==> src/rtl/flash_cmd_pkg.sv <==
package flash_cmd_pkg;
  typedef enum logic [2:0] {
    CMD_RESET    = 3'd0,
    CMD_AUTOSEL  = 3'd1,
    CMD_PROGRAM  = 3'd2,
    CMD_CHIP_ERS = 3'd3,
    CMD_SECT_ERS = 3'd4,
    CMD_SUSPEND  = 3'd5,
    CMD_RESUME   = 3'd6
  } cmd_e;

  typedef enum logic [2:0] {
    SQ_IDLE, SQ_UNLK1, SQ_UNLK2, SQ_PROG, SQ_ERS_SET, SQ_ERS_UNLK1, SQ_ERS_UNLK2
  } seq_e;

  localparam logic [7:0] BYTE_UNLK1   = 8'hAA;
  localparam logic [7:0] BYTE_UNLK2   = 8'h55;
  localparam logic [7:0] BYTE_AUTOSEL = 8'h90;
  localparam logic [7:0] BYTE_PROG    = 8'hA0;
  localparam logic [7:0] BYTE_ERS     = 8'h80;
  localparam logic [7:0] BYTE_CHIP    = 8'h10;
  localparam logic [7:0] BYTE_SECT    = 8'h30;
  localparam logic [7:0] BYTE_RESET   = 8'hF0;
  localparam logic [7:0] BYTE_SUSP    = 8'hB0;
endpackage

==> src/rtl/flash_cmd_key_match.sv <==
module flash_cmd_key_match #(
  parameter int                  KEY_W = 11,
  parameter logic [KEY_W-1:0]    KEY   = 11'h555
) (
  input  logic [KEY_W-1:0] addr_low,
  output logic             hit
);
  always_comb hit = (addr_low == KEY);
endmodule

==> src/rtl/flash_cmd_seq.sv <==
module flash_cmd_seq
  import flash_cmd_pkg::*;
(
  input  logic       clk,
  input  logic       rst_n,
  input  logic       soft_clr,
  input  logic       wr_en,
  input  logic [7:0] wr_data,
  input  logic       hit_a,
  input  logic       hit_b,
  input  logic       busy,
  output logic       evt_v,
  output cmd_e       evt_code,
  output logic       autosel_q,
  output logic       susp_q
);
  seq_e state_q, state_d;
  logic autosel_d, susp_d, run_sect_q, run_sect_d;

  always_comb begin
    state_d    = state_q;
    autosel_d  = autosel_q;
    susp_d     = susp_q;
    run_sect_d = run_sect_q;
    evt_v      = 1'b0;
    evt_code   = CMD_RESET;
    if (soft_clr) begin
      state_d    = SQ_IDLE;
      autosel_d  = 1'b0;
      susp_d     = 1'b0;
      run_sect_d = 1'b0;
    end else if (wr_en) begin
      if (busy) begin
        if (run_sect_q && !susp_q && wr_data == BYTE_SUSP) begin
          evt_v    = 1'b1;
          evt_code = CMD_SUSPEND;
          susp_d   = 1'b1;
        end
      end else if (wr_data == BYTE_RESET && state_q != SQ_PROG) begin
        evt_v     = 1'b1;
        evt_code  = CMD_RESET;
        state_d   = SQ_IDLE;
        autosel_d = 1'b0;
      end else if (!autosel_q) begin
        state_d = SQ_IDLE;
        unique case (state_q)
          SQ_IDLE: begin
            if (susp_q && wr_data == BYTE_SECT) begin
              evt_v      = 1'b1;
              evt_code   = CMD_RESUME;
              susp_d     = 1'b0;
              run_sect_d = 1'b1;
            end else if (hit_a && wr_data == BYTE_UNLK1) begin
              state_d = SQ_UNLK1;
            end
          end
          SQ_UNLK1: if (hit_b && wr_data == BYTE_UNLK2) state_d = SQ_UNLK2;
          SQ_UNLK2: begin
            if (hit_a && wr_data == BYTE_PROG) begin
              state_d = SQ_PROG;
            end else if (hit_a && !susp_q && wr_data == BYTE_ERS) begin
              state_d = SQ_ERS_SET;
            end else if (hit_a && !susp_q && wr_data == BYTE_AUTOSEL) begin
              evt_v     = 1'b1;
              evt_code  = CMD_AUTOSEL;
              autosel_d = 1'b1;
            end
          end
          SQ_PROG: begin
            evt_v      = 1'b1;
            evt_code   = CMD_PROGRAM;
            run_sect_d = 1'b0;
          end
          SQ_ERS_SET:   if (hit_a && wr_data == BYTE_UNLK1) state_d = SQ_ERS_UNLK1;
          SQ_ERS_UNLK1: if (hit_b && wr_data == BYTE_UNLK2) state_d = SQ_ERS_UNLK2;
          SQ_ERS_UNLK2: begin
            if (hit_a && wr_data == BYTE_CHIP) begin
              evt_v      = 1'b1;
              evt_code   = CMD_CHIP_ERS;
              run_sect_d = 1'b0;
            end else if (wr_data == BYTE_SECT) begin
              evt_v      = 1'b1;
              evt_code   = CMD_SECT_ERS;
              run_sect_d = 1'b1;
            end
          end
          default: state_d = SQ_IDLE;
        endcase
      end
    end
  end

  always_ff @(posedge clk or negedge rst_n) begin
    if (!rst_n) begin
      state_q    <= SQ_IDLE;
      autosel_q  <= 1'b0;
      susp_q     <= 1'b0;
      run_sect_q <= 1'b0;
    end else begin
      state_q    <= state_d;
      autosel_q  <= autosel_d;
      susp_q     <= susp_d;
      run_sect_q <= run_sect_d;
    end
  end
endmodule

==> src/rtl/flash_cmd_out_reg.sv <==
module flash_cmd_out_reg
  import flash_cmd_pkg::*;
#(
  parameter int ADDR_W = 20,
  parameter int DATA_W = 8,
  parameter int SECT_W = 4
) (
  input  logic              clk,
  input  logic              rst_n,
  input  logic              soft_clr,
  input  logic              evt_v,
  input  cmd_e              evt_code,
  input  logic [ADDR_W-1:0] wr_addr,
  input  logic [DATA_W-1:0] wr_data,
  output logic              cmd_valid,
  output cmd_e              cmd_code,
  output logic [ADDR_W-1:0] cmd_addr,
  output logic [DATA_W-1:0] cmd_data,
  output logic [SECT_W-1:0] cmd_sector
);
  localparam int SECT_LSB = ADDR_W - SECT_W;

  logic load_en;
  always_comb load_en = evt_v || soft_clr;

  always_ff @(posedge clk or negedge rst_n) begin
    if (!rst_n) cmd_valid <= 1'b0;
    else        cmd_valid <= evt_v && !soft_clr;
  end

  always_ff @(posedge clk or negedge rst_n) begin
    if (!rst_n) begin
      cmd_code   <= CMD_RESET;
      cmd_addr   <= '0;
      cmd_data   <= '0;
      cmd_sector <= '0;
    end else if (load_en) begin
      cmd_code   <= soft_clr ? CMD_RESET : evt_code;
      cmd_addr   <= soft_clr ? '0 : wr_addr;
      cmd_data   <= soft_clr ? '0 : wr_data;
      cmd_sector <= soft_clr ? '0 : wr_addr[ADDR_W-1:SECT_LSB];
    end
  end
endmodule

==> src/rtl/flash_cmd_decoder.sv <==
module flash_cmd_decoder
  import flash_cmd_pkg::*;
#(
  parameter int ADDR_W = 20,
  parameter int DATA_W = 8,
  parameter int SECT_W = 4,
  parameter int KEY_W  = 11
) (
  input  logic              clk,
  input  logic              rst_n,
  input  logic              soft_clr,
  input  logic              wr_en,
  input  logic [ADDR_W-1:0] wr_addr,
  input  logic [DATA_W-1:0] wr_data,
  input  logic              busy_in,
  output logic              cmd_valid,
  output logic [2:0]        cmd_code,
  output logic [ADDR_W-1:0] cmd_addr,
  output logic [DATA_W-1:0] cmd_data,
  output logic [SECT_W-1:0] cmd_sector,
  output logic              in_autoselect,
  output logic              erase_suspended
);
  localparam logic [KEY_W-1:0] KEY_FIRST  = KEY_W'(11'h555);
  localparam logic [KEY_W-1:0] KEY_SECOND = KEY_W'(11'h2AA);

  logic [1:0] rst_sync_q;
  logic       rst_n_s;
  always_ff @(posedge clk or negedge rst_n) begin
    if (!rst_n) rst_sync_q <= 2'b00;
    else        rst_sync_q <= {rst_sync_q[0], 1'b1};
  end
  always_comb rst_n_s = rst_sync_q[1];

  logic hit_a, hit_b, evt_v;
  cmd_e evt_code, code_q;

  flash_cmd_key_match #(.KEY_W(KEY_W), .KEY(KEY_FIRST)) i_key_a (
    .addr_low(wr_addr[KEY_W-1:0]), .hit(hit_a));
  flash_cmd_key_match #(.KEY_W(KEY_W), .KEY(KEY_SECOND)) i_key_b (
    .addr_low(wr_addr[KEY_W-1:0]), .hit(hit_b));

  flash_cmd_seq i_seq (
    .clk(clk), .rst_n(rst_n_s), .soft_clr(soft_clr), .wr_en(wr_en),
    .wr_data(wr_data[7:0]), .hit_a(hit_a), .hit_b(hit_b), .busy(busy_in),
    .evt_v(evt_v), .evt_code(evt_code), .autosel_q(in_autoselect),
    .susp_q(erase_suspended));

  flash_cmd_out_reg #(.ADDR_W(ADDR_W), .DATA_W(DATA_W), .SECT_W(SECT_W)) i_out (
    .clk(clk), .rst_n(rst_n_s), .soft_clr(soft_clr), .evt_v(evt_v),
    .evt_code(evt_code), .wr_addr(wr_addr), .wr_data(wr_data),
    .cmd_valid(cmd_valid), .cmd_code(code_q), .cmd_addr(cmd_addr),
    .cmd_data(cmd_data), .cmd_sector(cmd_sector));

  always_comb cmd_code = code_q;

  assert_pulse_after_strobe_R11: assert property (@(posedge clk) disable iff (!rst_n_s)
    cmd_valid |-> $past(wr_en));
  assert_busy_ignore_R8: assert property (@(posedge clk) disable iff (!rst_n_s)
    (wr_en && busy_in && wr_data[7:0] != BYTE_SUSP) |=> !cmd_valid);
  assert_autosel_entry_R2: assert property (@(posedge clk) disable iff (!rst_n_s)
    $rose(in_autoselect) |-> (cmd_valid && cmd_code == CMD_AUTOSEL));
  assert_autosel_exit_R3: assert property (@(posedge clk) disable iff (!rst_n_s)
    $fell(in_autoselect) |-> ((cmd_valid && cmd_code == CMD_RESET) || $past(soft_clr)));
  assert_suspend_entry_R9: assert property (@(posedge clk) disable iff (!rst_n_s)
    $rose(erase_suspended) |-> (cmd_valid && cmd_code == CMD_SUSPEND));
  assert_resume_exit_R10: assert property (@(posedge clk) disable iff (!rst_n_s)
    $fell(erase_suspended) |-> ((cmd_valid && cmd_code == CMD_RESUME) || $past(soft_clr)));
endmodule

==> config.mk <==
export PLATFORM = sky130hd
export DESIGN_NAME = flash_cmd_decoder
export DESIGN_NICKNAME = d
export VERILOG_FILES = /design/src/rtl/flash_cmd_pkg.sv /design/src/rtl/flash_cmd_key_match.sv /design/src/rtl/flash_cmd_seq.sv /design/src/rtl/flash_cmd_out_reg.sv /design/src/rtl/flash_cmd_decoder.sv
export SDC_FILE = /design/constraint.sdc
export NUM_CORES = 1
export LEC_CHECK = 0
export ABC_AREA = 1
export BUFFER_PORTS_ARGS = -buffer_cell sky130_fd_sc_hd__buf_2
export CORE_MARGIN = 2
export CORE_UTILIZATION = 46
export DETAILED_ROUTE_END_ITERATION = 7
export GPL_TIMING_DRIVEN = 0
export HOLD_SLACK_MARGIN = 0.03
export PLACE_DENSITY = 0.77
export SLEW_MARGIN = 10
export SYNTH_ARGS = -nofsm -noshare
export SYNTH_HDL_FRONTEND = slang
export SYNTH_SLANG_ARGS = --single-unit
export TNS_END_PERCENT = 50
==> constraint.sdc <==
create_clock -name clk -period 2.7 [get_ports clk]
set_input_delay 0.405 -clock clk [delete_from_list [all_inputs] [get_ports clk]]
set_output_delay 0.405 -clock clk [all_outputs]
set_load 0.02 [all_outputs]
==> results of run 1 <==
[area by class of cell]
class                      instances  share of cell area [%]
multi-input combinational        202                    35.9
sequential                        40                    35.7
timing repair buffer              72                    13.6
buffer                            20                    4.59
inverter                          31                    4.15
tap                               67                    2.99
clock buffer                       5                    2.45
clock inverter                     3                   0.669
[worst max-delay path: cells and delay by family, from the launching register on]
kind | cells | cell delay, ns
buffers and inverters | 3 | 0.41
DFF | 1 | 0.45
and+or+nand+nor | 7 | 0.85
[cells by family after synthesis]
| group | after synthesis |
|---|---|
| AOI/OAI and AO/OA | 19 |
| buffers and inverters | 51 |
| DFF | 40 |
| other | 1 |
| and+or+nand+nor | 182 |
[flip-flops by register name, summed over array words and instances (netlist names)]
register	count
i_out.cmd_sector	4
i_seq.susp_q	1
i_seq.autosel_q	1
i_out.cmd_addr	16
i_out.cmd_code	3
i_out.cmd_data	8
i_seq.state_q	3
rst_sync_q	2
i_seq.run_sect_q	1
i_out.cmd_valid	1
[synthesized netlist by cell type (all sizes together)]
cell type	count
nor2	28
nor3	2
conb	1
o21ai	9
nand4	35
buf	13
o221ai	1
dfrtp	40
and3	2
nor4	2
nand2	66
o31ai	2
nand3	45
a21oi	6
inv	31
o21bai	1
or2	2
clkbuf	7
[power by group through the flow]
stage	registers [W]	clock network, W	logic, W
floorplan	0.000670	0	0.0000880
global placement	0.000653	0	0.000184
detailed placement	0.000645	0	0.000198
CTS	0.000634	0.000411	0.000199
global route	0.000636	0.000434	0.000221
finish	0.000633	0.000402	0.000198
[stage by stage]
stage	cell area [um2]	hold slack [ns]	total power [W]	utilization, %
floorplan	2250	0.109	0.000758	-
CTS	2810	0.139	0.00124	59.4
finish	2810	0.132	0.00123	59.4
global route	2810	0.155	0.00129	59.4
global placement	2690	0.190	0.000837	56.9
detailed placement	2710	0.132	0.000843	57.3
[worst paths after layout]
check | end | from | slack, ns
worst min register to register | i_out.cmd_addr[13] | rst_sync_q[1] | 0.13
min in group clk | i_out.cmd_valid | soft_clr | 0.35
worst min-delay path | i_out.cmd_addr[13] | rst_sync_q[1] | 0.13
max in group asynchronous | i_out.cmd_addr[2] | rst_sync_q[1] | 2.14
worst max register to register | i_out.cmd_addr[7] | i_seq.state_q[2] | 0.94
worst max-delay path | i_out.cmd_addr[7] | i_seq.state_q[2] | 0.94
[placed cells by master (no fill, tap or decap), types with 3 or more instances in the layout]
cell,n
nor2_1,21
nor2_2,5
nand2_2,4
buf_2,71
nand3_1,45
nand4_1,34
nand2_1,62
o21ai_0,7
a21oi_1,6
clkbuf_1,7
dfrtp_1,39
inv_2,3
buf_6,3
inv_1,28
buf_4,8
clkbuf_8,5
[routing by layer]
metal	vias up	track usage [%]	wire length, um	part of all wire [%]
li1	1143	-	-	-
met1	1048	30.8	2570	45
met2	84	34.6	2660	47
met3	8	4.20	369	6.5
met4	0	7.27	88	1.5
met5	-	0	0	0
==> summary.md, run 1 <==
| Metric | Value |
|---|---|
| Result of the run | `finished clean` |
| Global-route wire length before repair | `9360 um` |
| Register share of total power | `51.4%` |
| Sequential standard cell area | `0.00100 mm2` |
| Cell count after synthesis | `293` |
| Count of antenna diodes in the layout | `0` |
| Leak Pwr | `1.61 nW` |
| Ports | `71` |
| Number of storage elements in the synthesis netlist | `40` |
| Net switching power | `0.000365 W` |
| Filler-free cell count of the finished design | `440` |
| XOR/XNOR Fraction of Synth Area | `0%` |
| Critical Path End Type | `register` |
| Count of unresolved DRC violations after routing | `0` |
| Cell Count Post-Placement | `431` |
| Site row count | `25` |
| DRC violation total after the first TritonRoute iteration | `174` |
| Minimum clock period after layout | `1.76 ns` |
| Final period utilization | `65.3%` |
| Final Wtd Congestion | `0.967` |
| Die height | `74.0 um` |
| Starting utilization of the core area | `47.7%` |
| Share of the synthesized area in the top cell type | `44.4%` |
| Yosys warning count | `0` |
| Combined global-route utilization of all metal layers | `22.1%` |
| Crit path required time | `2.94 ns` |
| Synthesized-area fraction occupied by ao, oa, aoi and oai cells | `5.06%` |
| Arrival time at the worst endpoint | `2.00 ns` |
| Clock latency on the worst-skew pair | `0.30 ns` |
| Detail-routed net length per standard cell | `12.9 um` |
| Critical setup path kind | `reg2reg` |
| Buffers inserted by post-CTS timing repair | `0` |
| Clk sink count | `40` |
| Maximum clock skew at final layout | `0.00630 ns` |
| RSZ-0062 raised after global routing | `no` |
| Largest net degree at the start of global routing | `30` |
| Max stage delay on crit path | `0.45 ns` |
| Synth Area in Simple Gates | `39.4%` |
| Mux contribution to synthesized area | `0%` |
| Fmax | `0.567 GHz` |
| Average footprint of a synthesized cell | `7.69 um2` |
| Post-CTS sizing | `0` |
| WL final | `5690 um` |
| Worst R2R Path Depth | `10` |
| Largest area contributor in the synthesized netlist | `dfrtp_1` |
| Setup violation total in the final timing report | `0` |
| Ratio of cells with drive above 1 in the final layout | `29.5%` |
| Cell type of the slowest stage on the worst timing path | `dfrtp_1` |
| Area of the core | `0.00472 mm2` |
| Worst-case setup slack after placement | `0.716 ns` |
| Sum of overflow across all layers after global routing | `0` |
| Library cell used as clock root buffer | `clkbuf_8` |
| Worst hold path type | `reg2async` |
| CTS tree | `built` |
| Max clock buf depth | `2` |
| Nature of the critical path startpoint | `register` |
| Net total in the final layout | `405` |
| Area occupied by multi-input gates | `0.00101 mm2` |
| Post-Syn Nets | `326` |
| Ratio of routed vias to standard cells | `5.19` |
| Total iterations of the first detailed-routing run | `4` |
| Clock Power Share | `32.6%` |
| Adder and majority gate portion of the synthesized area | `0%` |
| Number of H-tree levels | `2` |
| Worst-path maximum fanout | `10` |
| Post-DP HPWL | `4350 um` |
| Min setup slack post-route | `0.937 ns` |
| Maximum ir drop on the vdd rail | `0.229 mV` |
| Cell internal pwr | `0.000868 W` |
| Endpoints failing hold | `0` |
| Synth Cell Area | `0.00225 mm2` |
| Final Max Tran Viols | `0` |
| Combinational family with the most area after synthesis | `simple AND/OR/NAND/NOR gates` |
| Number of hold-repair buffers added at the cts stage | `1` |
| Combinational Power Share | `16.1%` |
| Portion of the post-synthesis area used by sequential elements | `44.4%` |
| TritonCTS Buffers | `5` |
| Routed via count | `2283` |
| Top area cells in the synthesized netlist | `dfrtp_1, nand2_1, nand3_1, nand4_1, inv_1` |
| Number of buffer cells added on primary ports | `70` |
| Filler cell count | `457` |
| Crit path cell chain | `inv_1, nand3_1, nand4_2, inv_1, nor2_1, nand2_2, nand2_2, buf_2, nand3_1, nand2_1` |
| Clock-pin slew on the worst setup and hold paths | `0.08 ns` |
| Area delta synth->final | `24.6%` |
| Number of maximum-capacitance constraint violations | `0` |
| Setup Total Neg Slack | `0 ns` |
| Power density over cell area | `440 mW/mm2` |
| Die Footprint | `0.00547 mm2` |
| Antenna violations before repair | `0` |
| Vias in the first global route | `2011` |
| Count of distinct cell types in the synthesized netlist | `28` |
| DRT antenna net count | `0` |
| Switching share of total power | `29.6%` |
| Horizontal die dimension | `74.0 um` |
Power figures use the tool's default switching activity.
==> run 2: changes to the inputs <==
--- a/config.mk
+++ b/config.mk
@@ -12,7 +12,7 @@
 export DETAILED_ROUTE_END_ITERATION = 7
 export GPL_TIMING_DRIVEN = 0
 export HOLD_SLACK_MARGIN = 0.03
-export PLACE_DENSITY = 0.77
+export PLACE_DENSITY = 0.8
 export SLEW_MARGIN = 10
 export SYNTH_ARGS = -nofsm -noshare
 export SYNTH_HDL_FRONTEND = slang
==> constraint.sdc (replaced) <==
create_clock -name clk -period 1.6 [get_ports clk]
set_input_delay 0.24 -clock clk [delete_from_list [all_inputs] [get_ports clk]]
set_output_delay 0.24 -clock clk [all_outputs]
set_load 0.02 [all_outputs]
==> summary.md, run 2 (synthesis results as in run 1) <==
| Metric | Value |
|---|---|
| Result of the run | `complete, but fails checks` |
| Violated checks | `negative setup slack` |
| Area of the core | `0.00472 mm2` |
| Net total in the final layout | `422` |
| RR Endpoint | `i_out.cmd_addr[11]` |
| Die height | `74.0 um` |
| Ratio of cells with drive above 1 in the final layout | `38.2%` |
| Detail-routed net length per standard cell | `14.8 um` |
| Crit path required time | `1.78 ns` |
| Global-route wire length before repair | `10300 um` |
| Largest net degree at the start of global routing | `27` |
| Final core utilization | `65.1%` |
| Clock-pin slew on the worst setup and hold paths | `0.08 ns` |
| Post-route met1 wirelength | `2810 um` |
| Library cell used as clock root buffer | `clkbuf_8` |
| Leak Pwr | `1.73 nW` |
| Arrival time at the worst endpoint | `1.91 ns` |
| RSZ-0062 raised after global routing | `yes` |
| Max stage delay on crit path | `0.44 ns` |
| Net switching power | `0.000629 W` |
| Combined global-route utilization of all metal layers | `24.4%` |
| Total iterations of the first detailed-routing run | `5` |
| Nature of the critical path startpoint | `register` |
| Count of unresolved DRC violations after routing | `0` |
| Critical Path End Type | `register` |
| Critical path depth in cells | `10` |
| Reg-to-Reg Start | `i_seq.state_q[2]` |
| Clk sink count | `40` |
| Area delta synth->final | `36.6%` |
| Final Wtd Congestion | `0.955` |
| Die Footprint | `0.00547 mm2` |
| Register name with the most flops | `i_out.cmd_addr` |
| Top layer used by detailed routing | `met4` |
| WL final | `6760 um` |
| Combinational Power Share | `17.4%` |
| Ratio of routed vias to standard cells | `5.46` |
| Starting utilization of the core area | `47.7%` |
| Max clock buf depth | `2` |
| Register share of total power | `49.6%` |
| WHS | `0.166 ns` |
| Number of maximum-capacitance constraint violations | `0` |
| Cell internal pwr | `0.00153 W` |
| Post-DP HPWL | `4510 um` |
| DRC violation total after the first TritonRoute iteration | `158` |
| Ports | `71` |
| Top flop regs | `i_out.cmd_addr: 16 flops, i_out.cmd_data: 8 flops, i_out.cmd_sector: 4 flops` |
| Met2 wirelength from detailed routing | `3210 um` |
| Most frequent standard cell in the layout excluding fill and tap cells | `buf_2` |
| Final Max Tran Viols | `0` |
| Critical setup path kind | `reg2reg` |
| Maximum ir drop on the vdd rail | `0.335 mV` |
| TritonCTS Buffers | `5` |
| CTS tree | `built` |
| Antenna violations before repair | `0` |
| DRT antenna net count | `0` |
| Worst R2R Path Depth | `10` |
| Min setup slack post-route | `-0.134 ns` |
| Sum of overflow across all layers after global routing | `0` |
| End point of the critical path | `i_out.cmd_addr[11]` |
| Number of H-tree levels | `2` |
| Rel. slew slack | `58.7%` |
| Number of buffers and inverters on the critical path | `3` |
| Total chip power | `0.00216 W` |
| Crit path cell chain | `inv_1, nor2_1, nand3_1, nand3_1, o21bai_1, nand2_2, buf_6, buf_4, nand4_1, nand2_1` |
| Setup violation total in the final timing report | `33` |
| Transition time at the pin with the least slew margin | `0.619 ns` |
| Site row count | `25` |
| Total length of routed met3 wires | `516 um` |
| Switching share of total power | `29.1%` |
| Clock Power Share | `33.0%` |
| Cell type of the slowest stage on the worst timing path | `dfrtp_2` |
| Count of antenna diodes in the layout | `0` |
| Source of the critical timing path | `i_seq.state_q[2]` |
| Power density over cell area | `703 mW/mm2` |
| Vias in the first global route | `2272` |
| Minimum clock period after layout | `1.73 ns` |
| Top delay family on crit path | `simple AND/OR/NAND/NOR gates` |
| Worst hold path type | `reg2async` |
| Most used cells in the layout excluding fill and tap cells | `buf_2, nand2_1, dfrtp_1` |
| Maximum clock skew at final layout | `0.00394 ns` |
| Number of buffer cells added on primary ports | `70` |
| Fmax | `0.577 GHz` |
| Routed via count | `2497` |
| Worst-path maximum fanout | `6` |
| Horizontal die dimension | `74.0 um` |
| Reg-to-reg slack, setup | `-0.13 ns` |
| Final period utilization | `108%` |
| Clock latency on the worst-skew pair | `0.29 ns` |
| Endpoints failing hold | `0` |
| Max FFs per register | `16` |
| Most repeated library cell on the critical path | `nand3_1` |
| Setup Total Neg Slack | `-3.68 ns` |
run 2: cell count changes in the layout (fill, tap and decap cells not counted), moves of 3 or more:
cell / previous run / this run
nand3_2: 0 / 13
nand3_1: 45 / 32
buf_4: 8 / 21
buf_6: 3 / 6
nor2_1: 21 / 18
run 2: cell type report:
type,instances,area [um2]
clock inverter,1,7.51
tap,67,83.8
timing repair buffer,89,529
inverter,31,116
sequential,40,1000
clock buffer,7,86.3
buffer,20,148
fill,410,1650
multi-input combinational,202,1100
run 2: power groups by stage:
stage / Combinational [W] / Sequential [W] / Clock, W
6_report: 0.000376 / 0.00107 / 0.000713
5_1_grt: 0.000409 / 0.00108 / 0.000754
4_1_cts: 0.000353 / 0.00107 / 0.000719
3_5_place_dp: 0.000333 / 0.00109 / 0
3_3_place_gp: 0.000310 / 0.00110 / 0
2_1_floorplan: 0.000149 / 0.00113 / 0
run 2: per-stage QoR:
| stage | instance area [um2] | std cells | setup slack [ns] |
|---|---|---|---|
| final | 3080 | 457 | -0.134 |
| after global routing | 3080 | 457 | -0.264 |
| after CTS | 2960 | 454 | -0.0593 |
| after detailed placement | 2710 | 431 | -0.263 |
| after global placement | 2690 | 430 | -0.196 |
| after floorplan | 2250 | 293 | 0.0857 |
run 2: worst min path at each step:
stage                         end  cells after the start           from  slack [ns]
6_report       i_out.cmd_addr[12]                      0  rst_sync_q[1]        0.17
5_1_grt         i_out.cmd_addr[8]                      0  rst_sync_q[1]        0.19
4_1_cts        i_out.cmd_addr[12]                      0  rst_sync_q[1]        0.17
3_5_place_dp        rst_sync_q[0]                      1          rst_n        0.03
3_3_place_gp        rst_sync_q[0]                      1          rst_n        0.02
2_1_floorplan       rst_sync_q[0]                      0          rst_n       -0.06
run 2: repair_timing:
action                                 in CTS  in global routing
buffers inserted                           12                  1
endpoints found under the hold margin       2                  0
gates resized for setup                    16                 21
hold buffers                                1                  0
setup endpoints to repair                  33                 38
pin swaps                                  23                 15
cloned                                      2                  2
run 2: routing by layer:
| layer | vias to the layer above | GRT usage (%) |
|---|---|---|
| met4 | 0 | 11.5 |
| met1 | 1147 | 31.9 |
| li1 | 1180 | - |
| met2 | 141 | 39.1 |
| met3 | 29 | 5.01 |
| met5 | - | 0 |
==> run 3: changes to the inputs <==
--- a/config.mk
+++ b/config.mk
@@ -8,11 +8,11 @@
 export ABC_AREA = 1
 export BUFFER_PORTS_ARGS = -buffer_cell sky130_fd_sc_hd__buf_2
 export CORE_MARGIN = 2
-export CORE_UTILIZATION = 46
+export CORE_UTILIZATION = 45
 export DETAILED_ROUTE_END_ITERATION = 7
 export GPL_TIMING_DRIVEN = 0
 export HOLD_SLACK_MARGIN = 0.03
-export PLACE_DENSITY = 0.8
+export PLACE_DENSITY = 0.79
 export SLEW_MARGIN = 10
 export SYNTH_ARGS = -nofsm -noshare
 export SYNTH_HDL_FRONTEND = slang
==> summary.md, run 3 (synthesis results as in run 1) <==
| Metric | Value |
|---|---|
| Register share of total power | `50.1%` |
| Max clock buf depth | `2` |
| Die Footprint | `0.00559 mm2` |
| Site row count | `25` |
| Ports | `71` |
| Worst hold path type | `reg2async` |
| Ratio of routed vias to standard cells | `5.18` |
| Net switching power | `0.000612 W` |
| Final Wtd Congestion | `0.904` |
| Power density over cell area | `735 mW/mm2` |
| Number of buffer cells added on primary ports | `70` |
| Combined global-route utilization of all metal layers | `22.9%` |
| Area of the core | `0.00479 mm2` |
| Clock-pin slew on the worst setup and hold paths | `0.08 ns` |
| Ratio of cells with drive above 1 in the final layout | `32.5%` |
| Combinational Power Share | `16.3%` |
| Clock latency on the worst-skew pair | `0.29 ns` |
| Total iterations of the first detailed-routing run | `4` |
| Most frequent standard cell in the layout excluding fill and tap cells | `buf_2` |
| Largest net degree at the start of global routing | `28` |
| Register name with the most flops | `i_out.cmd_addr` |
| Critical Path End Type | `register` |
| Number of H-tree levels | `2` |
| Maximum ir drop on the vdd rail | `0.417 mV` |
| Leak Pwr | `1.66 nW` |
| WHS | `0.151 ns` |
| Horizontal die dimension | `74.7 um` |
| CTS tree | `built` |
| RSZ-0062 raised after global routing | `yes` |
| Routed via count | `2311` |
| DRT antenna net count | `0` |
| Fmax | `0.602 GHz` |
| Count of antenna diodes in the layout | `0` |
| Crit path required time | `1.78 ns` |
| Global-route wire length before repair | `9850 um` |
| Library cell used as clock root buffer | `clkbuf_8` |
| WL final | `6040 um` |
| Die height | `74.7 um` |
| Final period utilization | `104%` |
| Result of the run | `complete, but fails checks` |
| Final Max Tran Viols | `0` |
| Net total in the final layout | `411` |
| Cell type of the slowest stage on the worst timing path | `dfrtp_2` |
| Most used cells in the layout excluding fill and tap cells | `buf_2, nand2_1, nand3_1` |
| Minimum clock period after layout | `1.66 ns` |
| Top delay family on crit path | `simple AND/OR/NAND/NOR gates` |
| TritonCTS Buffers | `5` |
| Endpoints failing hold | `0` |
| Sum of overflow across all layers after global routing | `0` |
| Detail-routed net length per standard cell | `13.5 um` |
| Number of maximum-capacitance constraint violations | `0` |
| Area delta synth->final | `28.9%` |
| Cell internal pwr | `0.00152 W` |
| Sequential standard cell area | `0.00100 mm2` |
| Number of buffers and inverters on the critical path | `4` |
| Clk sink count | `40` |
| Nature of the critical path startpoint | `register` |
| Worst-case setup slack after placement | `-0.210 ns` |
| Switching share of total power | `28.7%` |
| Top flop regs | `i_out.cmd_addr: 16 flops, i_out.cmd_data: 8 flops, i_out.cmd_sector: 4 flops` |
| Critical setup path kind | `reg2reg` |
| Max FFs per register | `16` |
| Crit path cell chain | `inv_1, nand3_1, nand4_2, inv_1, nor2_2, nand2_2, buf_6, buf_6, nand4_1, nand2_1` |
| Post-DP HPWL | `4630 um` |
| Clock Power Share | `33.6%` |
| Violated checks | `negative setup slack` |
| Vias in the first global route | `2183` |
| Starting utilization of the core area | `47.1%` |
| Arrival time at the worst endpoint | `1.84 ns` |
| Max stage delay on crit path | `0.45 ns` |
| Area occupied by multi-input gates | `0.00102 mm2` |
| Final instance area | `0.00290 mm2` |
| Worst-path maximum fanout | `10` |
| DRC violation total after the first TritonRoute iteration | `128` |
| Maximum clock skew at final layout | `0.00433 ns` |
| Count of unresolved DRC violations after routing | `0` |
| Filler cell count | `473` |
| Antenna violations before repair | `0` |
| Min setup slack post-route | `-0.0624 ns` |
| Setup violation total in the final timing report | `32` |
| Area after detailed placement | `0.00271 mm2` |
[run 3: cell type report]
cell class,instances,share of cell area [%]
clock inverter,1,0.259
buffer,20,5.09
tap,67,2.89
clock buffer,7,2.97
sequential,40,34.6
timing repair buffer,78,15.1
multi-input combinational,202,35.1
inverter,31,4.01
[run 3: final timing paths]
kind / end / slack (ns) / cells after the start / startpoint
max: i_out.cmd_addr[10] / -0.06 / 10 / i_seq.state_q[2]
min reg2reg: i_out.cmd_addr[11] / 0.15 / 0 / rst_sync_q[1]
max reg2reg: i_out.cmd_addr[10] / -0.06 / 10 / i_seq.state_q[2]
min in group clk: i_out.cmd_valid / 0.20 / 2 / soft_clr
max in group asynchronous: i_out.cmd_data[0] / 1.02 / 1 / rst_sync_q[1]
min: i_out.cmd_addr[11] / 0.15 / 0 / rst_sync_q[1]
[run 3: metal layers]
| layer | global-route usage (%) | wire (um) | vias up |
|---|---|---|---|
| met3 | 4.02 | 252 | 7 |
| met2 | 38.1 | 2950 | 58 |
| met5 | 0 | 0 | - |
| met1 | 31.2 | 2780 | 1090 |
| met4 | 5.75 | 51 | 0 |
| li1 | - | - | 1156 |
[run 3: power by group through the flow]
stage / Clock [W] / Sequential, W / Combinational [W]
2_1_floorplan: 0 / 0.00113 / 0.000149
3_3_place_gp: 0 / 0.00110 / 0.000311
3_5_place_dp: 0 / 0.00109 / 0.000334
4_1_cts: 0.000733 / 0.00107 / 0.000349
5_1_grt: 0.000763 / 0.00107 / 0.000388
6_report: 0.000716 / 0.00107 / 0.000349
[run 3: what timing repair did]
item                                    CTS  global route
endpoints found under the setup margin   33            37
cloned                                    0             0
gates resized for setup                  13             2
hold buffers                              1             0
pin swaps                                 6             4
hold endpoints to repair                  2             0
buffers inserted                          6             0
[run 3: metrics by stage]
step,util [%],setup TNS (ns),cells,power [W]
6_report,60.7,-1.06,446,0.00213
5_1_grt,60.7,-6.80,446,0.00223
4_1_cts,60.6,-0.944,446,0.00215
3_5_place_dp,56.6,-5.69,431,0.00142
3_3_place_gp,56.1,-7.29,430,0.00141
2_1_floorplan,-,0,293,0.00128
